## src/rtl/cm_ctrl_pkg.sv

```systemverilog
package cm_ctrl_pkg;

    localparam int WORD_AW   = 7;
    localparam int DATA_W    = 32;
    localparam int SPD_DEPTH = 128;
    localparam int KEY_W     = 16;

    localparam logic [DATA_W-1:0] MODULE_ID   = 32'h411A_3001;
    localparam logic [DATA_W-1:0] STATUS_WORD = 32'h0010_0000;
    localparam logic [KEY_W-1:0]  UNLOCK_KEY  = 16'hA05F;
    localparam logic [DATA_W-1:0] OSC_RST     = 32'h0100_0048;
    localparam logic [DATA_W-1:0] AUX_RST     = 32'h0007_FEFF;
    localparam logic [DATA_W-1:0] INIT_RST    = 32'h0000_0112;
    localparam logic [DATA_W-1:0] SDRAM_BASE  = 32'h0001_1122;

    typedef enum logic [4:0] {
        SEL_ID, SEL_ZERO, SEL_OSC, SEL_CTRL, SEL_STAT, SEL_LOCK,
        SEL_AUX, SEL_SDRAM, SEL_INIT, SEL_REF, SEL_FLG_SET, SEL_FLG_CLR,
        SEL_NV_SET, SEL_NV_CLR, SEL_VOLT, SEL_SPD, SEL_SPD_BLANK, SEL_NONE
    } reg_sel_e;

    typedef struct packed {
        logic rd_ok;
        logic wr_ok;
    } acc_perm_t;

    function automatic reg_sel_e decode_word(input logic [WORD_AW-1:0] w);
        reg_sel_e s;
        if (w >= 7'h60)      s = SEL_SPD_BLANK;
        else if (w >= 7'h40) s = SEL_SPD;
        else begin
            case (w)
                7'd0:  s = SEL_ID;
                7'd1:  s = SEL_ZERO;
                7'd2:  s = SEL_OSC;
                7'd3:  s = SEL_CTRL;
                7'd4:  s = SEL_STAT;
                7'd5:  s = SEL_LOCK;
                7'd7:  s = SEL_AUX;
                7'd8:  s = SEL_SDRAM;
                7'd9:  s = SEL_INIT;
                7'd10: s = SEL_REF;
                7'd12: s = SEL_FLG_SET;
                7'd13: s = SEL_FLG_CLR;
                7'd14: s = SEL_NV_SET;
                7'd15: s = SEL_NV_CLR;
                7'd32, 7'd33, 7'd34, 7'd35: s = SEL_VOLT;
                default: s = SEL_NONE;
            endcase
        end
        return s;
    endfunction

    function automatic acc_perm_t perm_of(input reg_sel_e s);
        acc_perm_t p;
        case (s)
            SEL_ID, SEL_ZERO, SEL_STAT, SEL_REF, SEL_SPD, SEL_SPD_BLANK:
                p = '{rd_ok: 1'b1, wr_ok: 1'b0};
            SEL_FLG_CLR, SEL_NV_CLR:
                p = '{rd_ok: 1'b0, wr_ok: 1'b1};
            SEL_NONE:
                p = '{rd_ok: 1'b0, wr_ok: 1'b0};
            default:
                p = '{rd_ok: 1'b1, wr_ok: 1'b1};
        endcase
        return p;
    endfunction

    function automatic logic [DATA_W-1:0] size_code(input int mb);
        if (mb >= 256)     return 32'h10;
        else if (mb >= 128) return 32'h0C;
        else if (mb >= 64)  return 32'h08;
        else if (mb >= 32)  return 32'h04;
        else                return 32'h00;
    endfunction

    function automatic logic [7:0] spd_byte(input int i);
        logic [7:0] t;
        t = 8'(i * 29);
        return t ^ 8'hA5;
    endfunction

endpackage

```

## src/rtl/cm_spd_rom.sv

```systemverilog
module cm_spd_rom
    import cm_ctrl_pkg::*;
#(
    parameter int DEPTH = SPD_DEPTH
) (
    input  logic [$clog2(DEPTH)-1:0] idx,
    output logic [7:0]               data_o
);
    logic [7:0] table_q [DEPTH];

    for (genvar i = 0; i < DEPTH; i++) begin : g_entry
        assign table_q[i] = spd_byte(i);
    end

    assign data_o = table_q[idx];
endmodule

```

## src/rtl/cm_refcount.sv

```systemverilog
module cm_refcount #(
    parameter int DIV = 2,
    parameter int W   = 32
) (
    input  logic         clk,
    input  logic         rst,
    output logic [W-1:0] count
);
    localparam int PW = (DIV > 1) ? $clog2(DIV) : 1;
    localparam logic [PW-1:0] LAST = PW'(DIV - 1);

    logic [PW-1:0] pre_q;

    always_ff @(posedge clk) begin
        if (rst) begin
            pre_q <= '0;
            count <= '0;
        end else if (pre_q == LAST) begin
            pre_q <= '0;
            count <= count + 1'b1;
        end else begin
            pre_q <= pre_q + 1'b1;
        end
    end
endmodule

```

## src/rtl/cm_setclr_reg.sv

```systemverilog
module cm_setclr_reg #(
    parameter int W = 32
) (
    input  logic         clk,
    input  logic         rst,
    input  logic         set_en,
    input  logic         clr_en,
    input  logic [W-1:0] wdata,
    output logic [W-1:0] q
);
    always_ff @(posedge clk) begin
        if (rst)         q <= '0;
        else if (set_en) q <= q | wdata;
        else if (clr_en) q <= q & ~wdata;
    end
endmodule

```

## src/rtl/cm_ctrl_regs.sv

```systemverilog
module cm_ctrl_regs
    import cm_ctrl_pkg::*;
#(
    parameter int REF_DIV = 2,
    parameter int MEM_MB  = 128
) (
    input  logic                clk,
    input  logic                rst,
    input  logic [WORD_AW-1:0]  bus_addr,
    input  logic                bus_rd,
    input  logic                bus_wr,
    input  logic [DATA_W-1:0]   bus_wdata,
    output logic [DATA_W-1:0]   bus_rdata,
    output logic                bus_err,
    output logic                led_o,
    output logic                remap_o,
    output logic                sys_rst_req_o
);
    localparam logic [DATA_W-1:0] SDRAM_RST = SDRAM_BASE | size_code(MEM_MB);
    localparam int NFLAG = 2;

    reg_sel_e   sel;
    acc_perm_t  perm;
    logic       wr_go;
    logic       unlocked;

    logic [DATA_W-1:0] osc_q, aux_q, sdram_q, init_q, ref_cnt;
    logic [KEY_W-1:0]  lock_q;
    logic              led_q, remap_q, rst_req_q;
    logic [7:0]        spd_data;

    logic [NFLAG-1:0]  fl_set, fl_clr;
    logic [DATA_W-1:0] fl_q [NFLAG];
    logic [DATA_W-1:0] flags_q;

    assign sel      = decode_word(bus_addr);
    assign perm     = perm_of(sel);
    assign wr_go    = bus_wr & perm.wr_ok;
    assign unlocked = (lock_q == UNLOCK_KEY);
    assign bus_err  = (bus_rd & ~perm.rd_ok) | (bus_wr & ~perm.wr_ok);

    always_ff @(posedge clk) begin
        if (rst) begin
            osc_q     <= OSC_RST;
            aux_q     <= AUX_RST;
            sdram_q   <= SDRAM_RST;
            init_q    <= INIT_RST;
            lock_q    <= '0;
            led_q     <= 1'b0;
            remap_q   <= 1'b0;
            rst_req_q <= 1'b0;
        end else begin
            rst_req_q <= wr_go && (sel == SEL_CTRL) && bus_wdata[3];
            if (wr_go) begin
                case (sel)
                    SEL_OSC:   if (unlocked) osc_q <= bus_wdata;
                    SEL_AUX:   if (unlocked) aux_q <= bus_wdata;
                    SEL_LOCK:  lock_q  <= bus_wdata[KEY_W-1:0];
                    SEL_SDRAM: sdram_q <= bus_wdata;
                    SEL_INIT:  init_q  <= bus_wdata;
                    SEL_CTRL: begin
                        led_q   <= bus_wdata[0];
                        remap_q <= bus_wdata[2];
                    end
                    default: ;
                endcase
            end
        end
    end

    assign fl_set[0] = wr_go && (sel == SEL_FLG_SET);
    assign fl_clr[0] = wr_go && (sel == SEL_FLG_CLR);
    assign fl_set[1] = wr_go && (sel == SEL_NV_SET);
    assign fl_clr[1] = wr_go && (sel == SEL_NV_CLR);

    for (genvar g = 0; g < NFLAG; g++) begin : g_flags
        cm_setclr_reg #(.W(DATA_W)) u_flag (
            .clk    (clk),
            .rst    (rst),
            .set_en (fl_set[g]),
            .clr_en (fl_clr[g]),
            .wdata  (bus_wdata),
            .q      (fl_q[g])
        );
    end
    assign flags_q = fl_q[0];

    cm_refcount #(.DIV(REF_DIV), .W(DATA_W)) u_ref (
        .clk   (clk),
        .rst   (rst),
        .count (ref_cnt)
    );

    cm_spd_rom #(.DEPTH(SPD_DEPTH)) u_spd (
        .idx    (bus_addr),
        .data_o (spd_data)
    );

    always_comb begin
        bus_rdata = '0;
        if (bus_rd && perm.rd_ok) begin
            case (sel)
                SEL_ID:      bus_rdata = MODULE_ID;
                SEL_STAT:    bus_rdata = STATUS_WORD;
                SEL_OSC:     bus_rdata = osc_q;
                SEL_AUX:     bus_rdata = aux_q;
                SEL_CTRL:    bus_rdata = {29'b0, remap_q, 1'b0, led_q};
                SEL_LOCK:    bus_rdata = {15'b0, unlocked, lock_q};
                SEL_SDRAM:   bus_rdata = sdram_q;
                SEL_INIT:    bus_rdata = init_q;
                SEL_REF:     bus_rdata = ref_cnt;
                SEL_FLG_SET: bus_rdata = fl_q[0];
                SEL_NV_SET:  bus_rdata = fl_q[1];
                SEL_SPD:     bus_rdata = {24'b0, spd_data};
                default:     bus_rdata = '0;
            endcase
        end
    end

    assign led_o         = led_q;
    assign remap_o       = remap_q;
    assign sys_rst_req_o = rst_req_q;
endmodule

```

## config.mk

```make
export PLATFORM = sky130hd
export DESIGN_NAME = cm_ctrl_regs
export DESIGN_NICKNAME = d
export VERILOG_FILES = /design/src/rtl/cm_ctrl_pkg.sv /design/src/rtl/cm_spd_rom.sv /design/src/rtl/cm_refcount.sv /design/src/rtl/cm_setclr_reg.sv /design/src/rtl/cm_ctrl_regs.sv
export SDC_FILE = /design/constraint.sdc
export NUM_CORES = 1
export LEC_CHECK = 0
export CORE_ASPECT_RATIO = 1.75
export CORE_UTILIZATION = 49
export DETAILED_ROUTE_END_ITERATION = 12
export PLACE_DENSITY_LB_ADDON = 0.25
export SLEW_MARGIN = 0
export SYNTH_ARGS = -nofsm -noshare
export SYNTH_HDL_FRONTEND = slang
export SYNTH_HIERARCHICAL = 1
export SYNTH_SLANG_ARGS = --single-unit
```

## constraint.sdc

```tcl
create_clock -name clk -period 2.6 [get_ports clk]
set_input_delay 0.39 -clock clk [delete_from_list [all_inputs] [get_ports clk]]
set_output_delay 0.39 -clock clk [all_outputs]
set_load 0.02 [all_outputs]
```

# ---- After elaboration in Yosys (flattened, before gate mapping)
# Memory sizes are Yosys's and may differ from the RTL's.
# Index checks and enable logic that the tools add are counted.
# W data, S select, Z words.
dict set report classes {
  n_addsub 2
  multipliers 0
  n_div 0
  magnitude_cmp 3
  eq_ne 14
  shifts 0
  n_mux 11
  bitwise 12
  reduce_logical 17
}
# cell n
set op_table {}
lappend op_table {{$pmux W32 S12} 1}
lappend op_table {{$mux W32} 5}
lappend op_table {{$and A32 B32 Y32} 2}
lappend op_table {{$or A32 B32 Y32} 2}
lappend op_table {{$eq A5 B4 Y1 const B} 7}
lappend op_table {{$add A32 B1 Y32 const B} 1}
lappend op_table {{$not A32 Y32} 1}
lappend op_table {{$eq A5 B3 Y1 const B} 4}
lappend op_table {{$eq A16 B16 Y1 const B} 1}
lappend op_table {{$mux W8} 2}
lappend op_table {{$mux W5} 3}
lappend op_table {{$ge A7 B7 Y1 const B} 2}
lappend op_table {{$eq A5 B2 Y1 const B} 2}
lappend op_table {{$ge A8 B8 Y1 const B} 1}
lappend op_table {{$not A7 Y8} 1}
lappend op_table {{$reduce_and A2 Y1} 4}
lappend op_table {{$logic_and A1 B1 Y1} 7}
lappend op_table {{$reduce_and A3 Y1} 2}
lappend op_table {{$logic_not A5 Y1} 1}
lappend op_table {{$reduce_bool A2 Y1} 2}
lappend op_table {{$and A1 B1 Y1} 3}
lappend op_table {{$not A1 Y1} 2}
lappend op_table {{$reduce_or A2 Y1} 1}
lappend op_table {{$add A1 B1 Y1 const B} 1}
lappend op_table {{$or A1 B1 Y1} 1}
dict set report totals {
  ff_bits 244
  latch_bits 0
  mem_bits_rw 0
  mem_bits_ro 1408
  input_bits 43
  output_inout_bits 36
  wordCells 74
  mem_count 3
}
# name depth word_bits read_ports rd_ports_with_merged_regs write_ports line_no
set memory_table {}
lappend memory_table {{(no name shown)} 128 8 1 0 0 cm_spd_rom.sv:15} ;# assign data_o = table_q[idx];
lappend memory_table {{(no name shown)} 64 5 1 0 0 cm_ctrl_pkg.sv:32} ;# case (w)
lappend memory_table {{(no name shown)} 32 2 1 0 0 cm_ctrl_pkg.sv:56} ;# case (s)

# ---- Logic depth before layout (Yosys ltp)
# An unclocked memory read counts as a cell.
dict set report depth {
  word_depth 9
  mapped_depth 13
  ltp_nobuf 9
}

# ---- Hierarchy
# Netlist, hierarchy kept.
# mod n_inst cells_per_inst area_per_inst_um2 seq_area_each_um2
set modules_own_cells {}
lappend modules_own_cells {cm_ctrl_regs 1 950 7438.4 2942.8}
lappend modules_own_cells {cm_setclr_reg 2 137 1410.1 640.6}
lappend modules_own_cells {cm_refcount 1 174 1512.7 660.6}
lappend modules_own_cells {cm_spd_rom 1 118 858.3 0.0}

# ---- Worst setup path after synthesis
# No wires, ideal clock.
dict set report synth_path {
  path_type {input-to-output}
  start {in bus_addr[0]}
  end {out bus_rdata[22]}
  arrival_time_ns 2.708
  t_required_ns 2.210
  slack_ns -0.498
  stages 10
  path_cell_list {inv_1 -> ha_1 -> or3b_1 -> a31o_2 -> o32a_1 -> nand2b_1 -> a21oi_1 -> o311ai_2 -> buf_2 -> a31oi_1}
}
dict set report synth_via {
  elab_chain_cells 7
  word_cells_on_any_way 22
  classes_between {order compare: 2; eq/ne: 11; mux: 5; reduce/logical: 2; memory: 2}
}
# element line_no
set synth_lines {}
lappend synth_lines {{start: declaration} cm_ctrl_regs.sv:9} ;# input logic [WORD_AW-1:0] bus_addr,
lappend synth_lines {{$mem_v2 Z64 W5} n/a}
lappend synth_lines {{$mux W5} cm_ctrl_pkg.sv:32}
lappend synth_lines {{$mux W5} cm_ctrl_pkg.sv:30} ;# else if (w >= 7'h40) s = SEL_SPD;
lappend synth_lines {{$mux W5 *} cm_ctrl_pkg.sv:29} ;# if (w >= 7'h60) s = SEL_SPD_BLANK;
lappend synth_lines {{$mem_v2 Z32 W2, or another cell as far along} n/a}
lappend synth_lines {{$logic_and A1 B1 Y1 / $pmux W32 S12 (equally long branches)} {cm_ctrl_regs.sv:101, cm_ctrl_regs.sv:102}}
lappend synth_lines {{$mux W32 *} cm_ctrl_regs.sv:101} ;# if (bus_rd && perm.rd_ok) begin
lappend synth_lines {{end: declaration} cm_ctrl_regs.sv:13} ;# output logic [DATA_W-1:0] bus_rdata,
# Mark *: on every way between the ends. The rest lies on a longest branch, timed or not.

# ---- Worst setup path after layout
dict set report layout_path {
  start {in bus_addr[0]}
  end {out bus_rdata[23]}
}
# Same word-level chain as after synthesis.

==> impl_metrics.toml <==
[cts]
cts_buffers = 23
worstSkewPairLatency_ns = 0.53
htreeDepth = 1
clock-sinks = 244
path_clk_slew_ns = 0.06
tritoncts = "done"
cts_buffer_depth = 3
cts-root-buf = "clkbuf_16"

[drt]
dr.pass1.iters = 9
drc = 0
m1WireLength_um = 17000
totalWireLength_um = 47800
wl_per_cell_um = 23.2
vias = 13100
top_layer_used = "met4"
first_iter_violations = 1226
dr_wl_met3_um = 3490
wl_met2_um = 23700
vias_per_cell = 6.34
ant_nets = 0

[power]
power_w = 0.00828
power.static_leakage_nw = 6.02
pwr_density_cell_nw_per_um2 = 478
ir_drop_mv = 0.502

[logic_synthesis]
syn-num-nets = 1575
synth_ff_type = "dfxtp_1"
ys.warnings.count = 6
yosysSeqAreaShare = 0.387
syn-cell-area_um2 = 12600
yosys.cell_types.count = 84
synth_cells = 1516
postSynthAreaPerCell_um2 = 8.33
async_reset_ff_frac = 0
ys_ff_latch = 244
synth_edf_count = 0

[final_layout]
syn_to_final_growth_pct = 37.3
multi_input_area_um2 = 7860
drive_above_1_share = 0.295
num-nets-final = 1784
stdcell_area_um2 = 17300
fin_util = 0.684
regArea_um2 = 4880
n_fill_cell = 1948

[floorplanning]
dieWidth_um = 123
rows = 77
dieArea_um2 = 26400
start_util = 0.498
ios = 79
chipHeight_um = 214
core_um2 = 25300

[global_route]
grt_pass1_wl_um = 70800
grt_max_degree = 71
groute.usage.overall = 0.350
antenna_found_initial = 1
grt_pass1_vias = 12900
grt_overflow = 0

[status]
violations = "setup timing"
status = "complete, but fails checks"

[hold_path]
hold_path_class = "input port to flip-flop"

[critical_path]
crit_required_ns = 2.21
cp_max_fo = 5
crit_arrival_ns = 3.01
crit_path_start_kind = "input port"
path_class = "input port to output port"
end_kind = "output port"

[place]
port-buffer-count = 78
dp_worst_setup_slack_ns = -1.74
placed_area_um2 = 15400
post-dp-hpwl_um = 30100
gp_congestion = 0.940

[timing]
worstMarginPinSlew_ns = 0.692
setup_viol = 41
slew_headroom = 0.539
fin_hold_ws_ns = 0.396
hold_viol = 0
period_minus_slack_ns = 3.40
fin_crit_sh = 1.31
setup_slack_ns = -0.795
fmax_mhz = 295
finClkSkew_ns = 0.0208
slew_viol_final = 0
rsz0062_at_grt = "true"

[flow_run]
maxCapViolCount = 0
-- layout by cell type (no fill, tap or decap), drive strengths merged, types with 10 or more instances in the layout --
cell	n
a21oi	216
ha	16
or4	14
a22oi	22
and3	13
o21ai	25
nand3b	33
nor2b	10
nand4	16
a222oi	50
clkdlybuf4s50	37
o31ai	12
nand3	12
a31oi	35
a21bo	65
and2	12
nand2	396
clkbuf	39
dfxtp	244
inv	20
or3	12
nor2	40
buf	263
mux2	10
-- per-layer routing --
metal / GRT usage / vias to the layer above
li1: - / 5877
met1: 0.383 / 6290
met2: 0.605 / 678
met3: 0.0468 / 219
met4: 0.247 / 0
met5: 0 / -
-- metrics by stage --
stage / setup TNS, ns / cells
after floorplan: -11.83 / 1516
after global placement: -210.25 / 1969
after detailed placement: -214.27 / 1969
after CTS: -23.98 / 2048
after global routing: -26.99 / 2059
final: -23.31 / 2059
-- worst max-delay path: stages --
cell	delay [ns]
buf_12	0.09
inv_12	0.03
ha_4	0.25
or3b_4	0.38
a31o_4	0.23
o32a_1	0.40
nand2b_4	0.18
a21oi_4	0.17
o311ai_4	0.13
buf_6	0.16
buf_12	0.13
buf_16	0.15
a31oi_4	0.16
buf_6	0.14
-- worst paths after layout --
| check | startpoint | end | slack [ns] | cells after the start |
|---|---|---|---|---|
| worst min-delay path | rst | flip-flop | 0.40 | 2 |
| worst min register to register | init_q[18] | init_q[18] | 0.46 | 2 |
| worst max-delay path | bus_addr[0] | bus_rdata[23] | -0.80 | 14 |
| worst max register to register | u_ref/count[4] | u_ref/count[21] | 0.33 | 5 |
-- synthesized netlist by cell type, types with 8 or more instances --
cell type	n	area, µm²
a21bo_1	58	581
a21oi_1	147	736
a21oi_2	68	596
a222oi_1	50	500
a22oi_1	22	165
a31oi_1	35	219
and2_1	11	68.8
and3_1	12	75.1
buf_2	50	250
buf_4	14	105
buf_6	16	180
clkbuf_1	46	173
dfxtp_1	244	4880
ha_1	16	200
inv_1	18	67.6
mux2_2	9	101
mux2i_1	9	90.1
nand2_1	396	1490
nand3_1	12	60.1
nand3b_1	33	248
nand4_1	15	93.8
nor2_1	39	146
nor2b_1	10	62.6
o21ai_0	23	115
o31ai_1	12	90.1
or3_1	11	68.8
or4_1	13	97.6
xor2_1	8	70.1
-- final cells by class --
class                           instances  share of cell area
Multi-Input combinational cell       1126               0.453
Antenna cell                            1            0.000144
Inverter                               19             0.00512
Clock buffer                           32              0.0392
Sequential cell                       244               0.282
Clock inverter                         10             0.00613
Tap cell                              316              0.0228
Timing Repair Buffer                  311               0.192
-- where the power goes --
part	switching [W]	internal (W)
Sequential	0.00000995	0.00374
Clock	0.00151	0.00203
Combinational	0.000550	0.000438
Total	0.00207	0.00621
-- repair_timing --
action	CTS	global route
gates resized for setup	295	53
gates cloned	6	7
pin swaps	39	30
hold buffers	0	0
buffers inserted	32	6
hold endpoints to repair	0	0
endpoints found under the setup margin	244	127
-- kinds of logic (layout without fill, tap and decap cells) --
kind of cell    count (synthesis)  count (layout)  synth area share
compound gates                486             486             0.291
xor+xnor                       14              14           0.00971
fa+ha+maj                      16              16            0.0159
buf+inv                       146             372            0.0629
flops                         244             244             0.387
mux                            21              21            0.0196
other cells                     0               1                 0
simple gates                  589             589             0.215
Power figures use the tool's default switching activity.
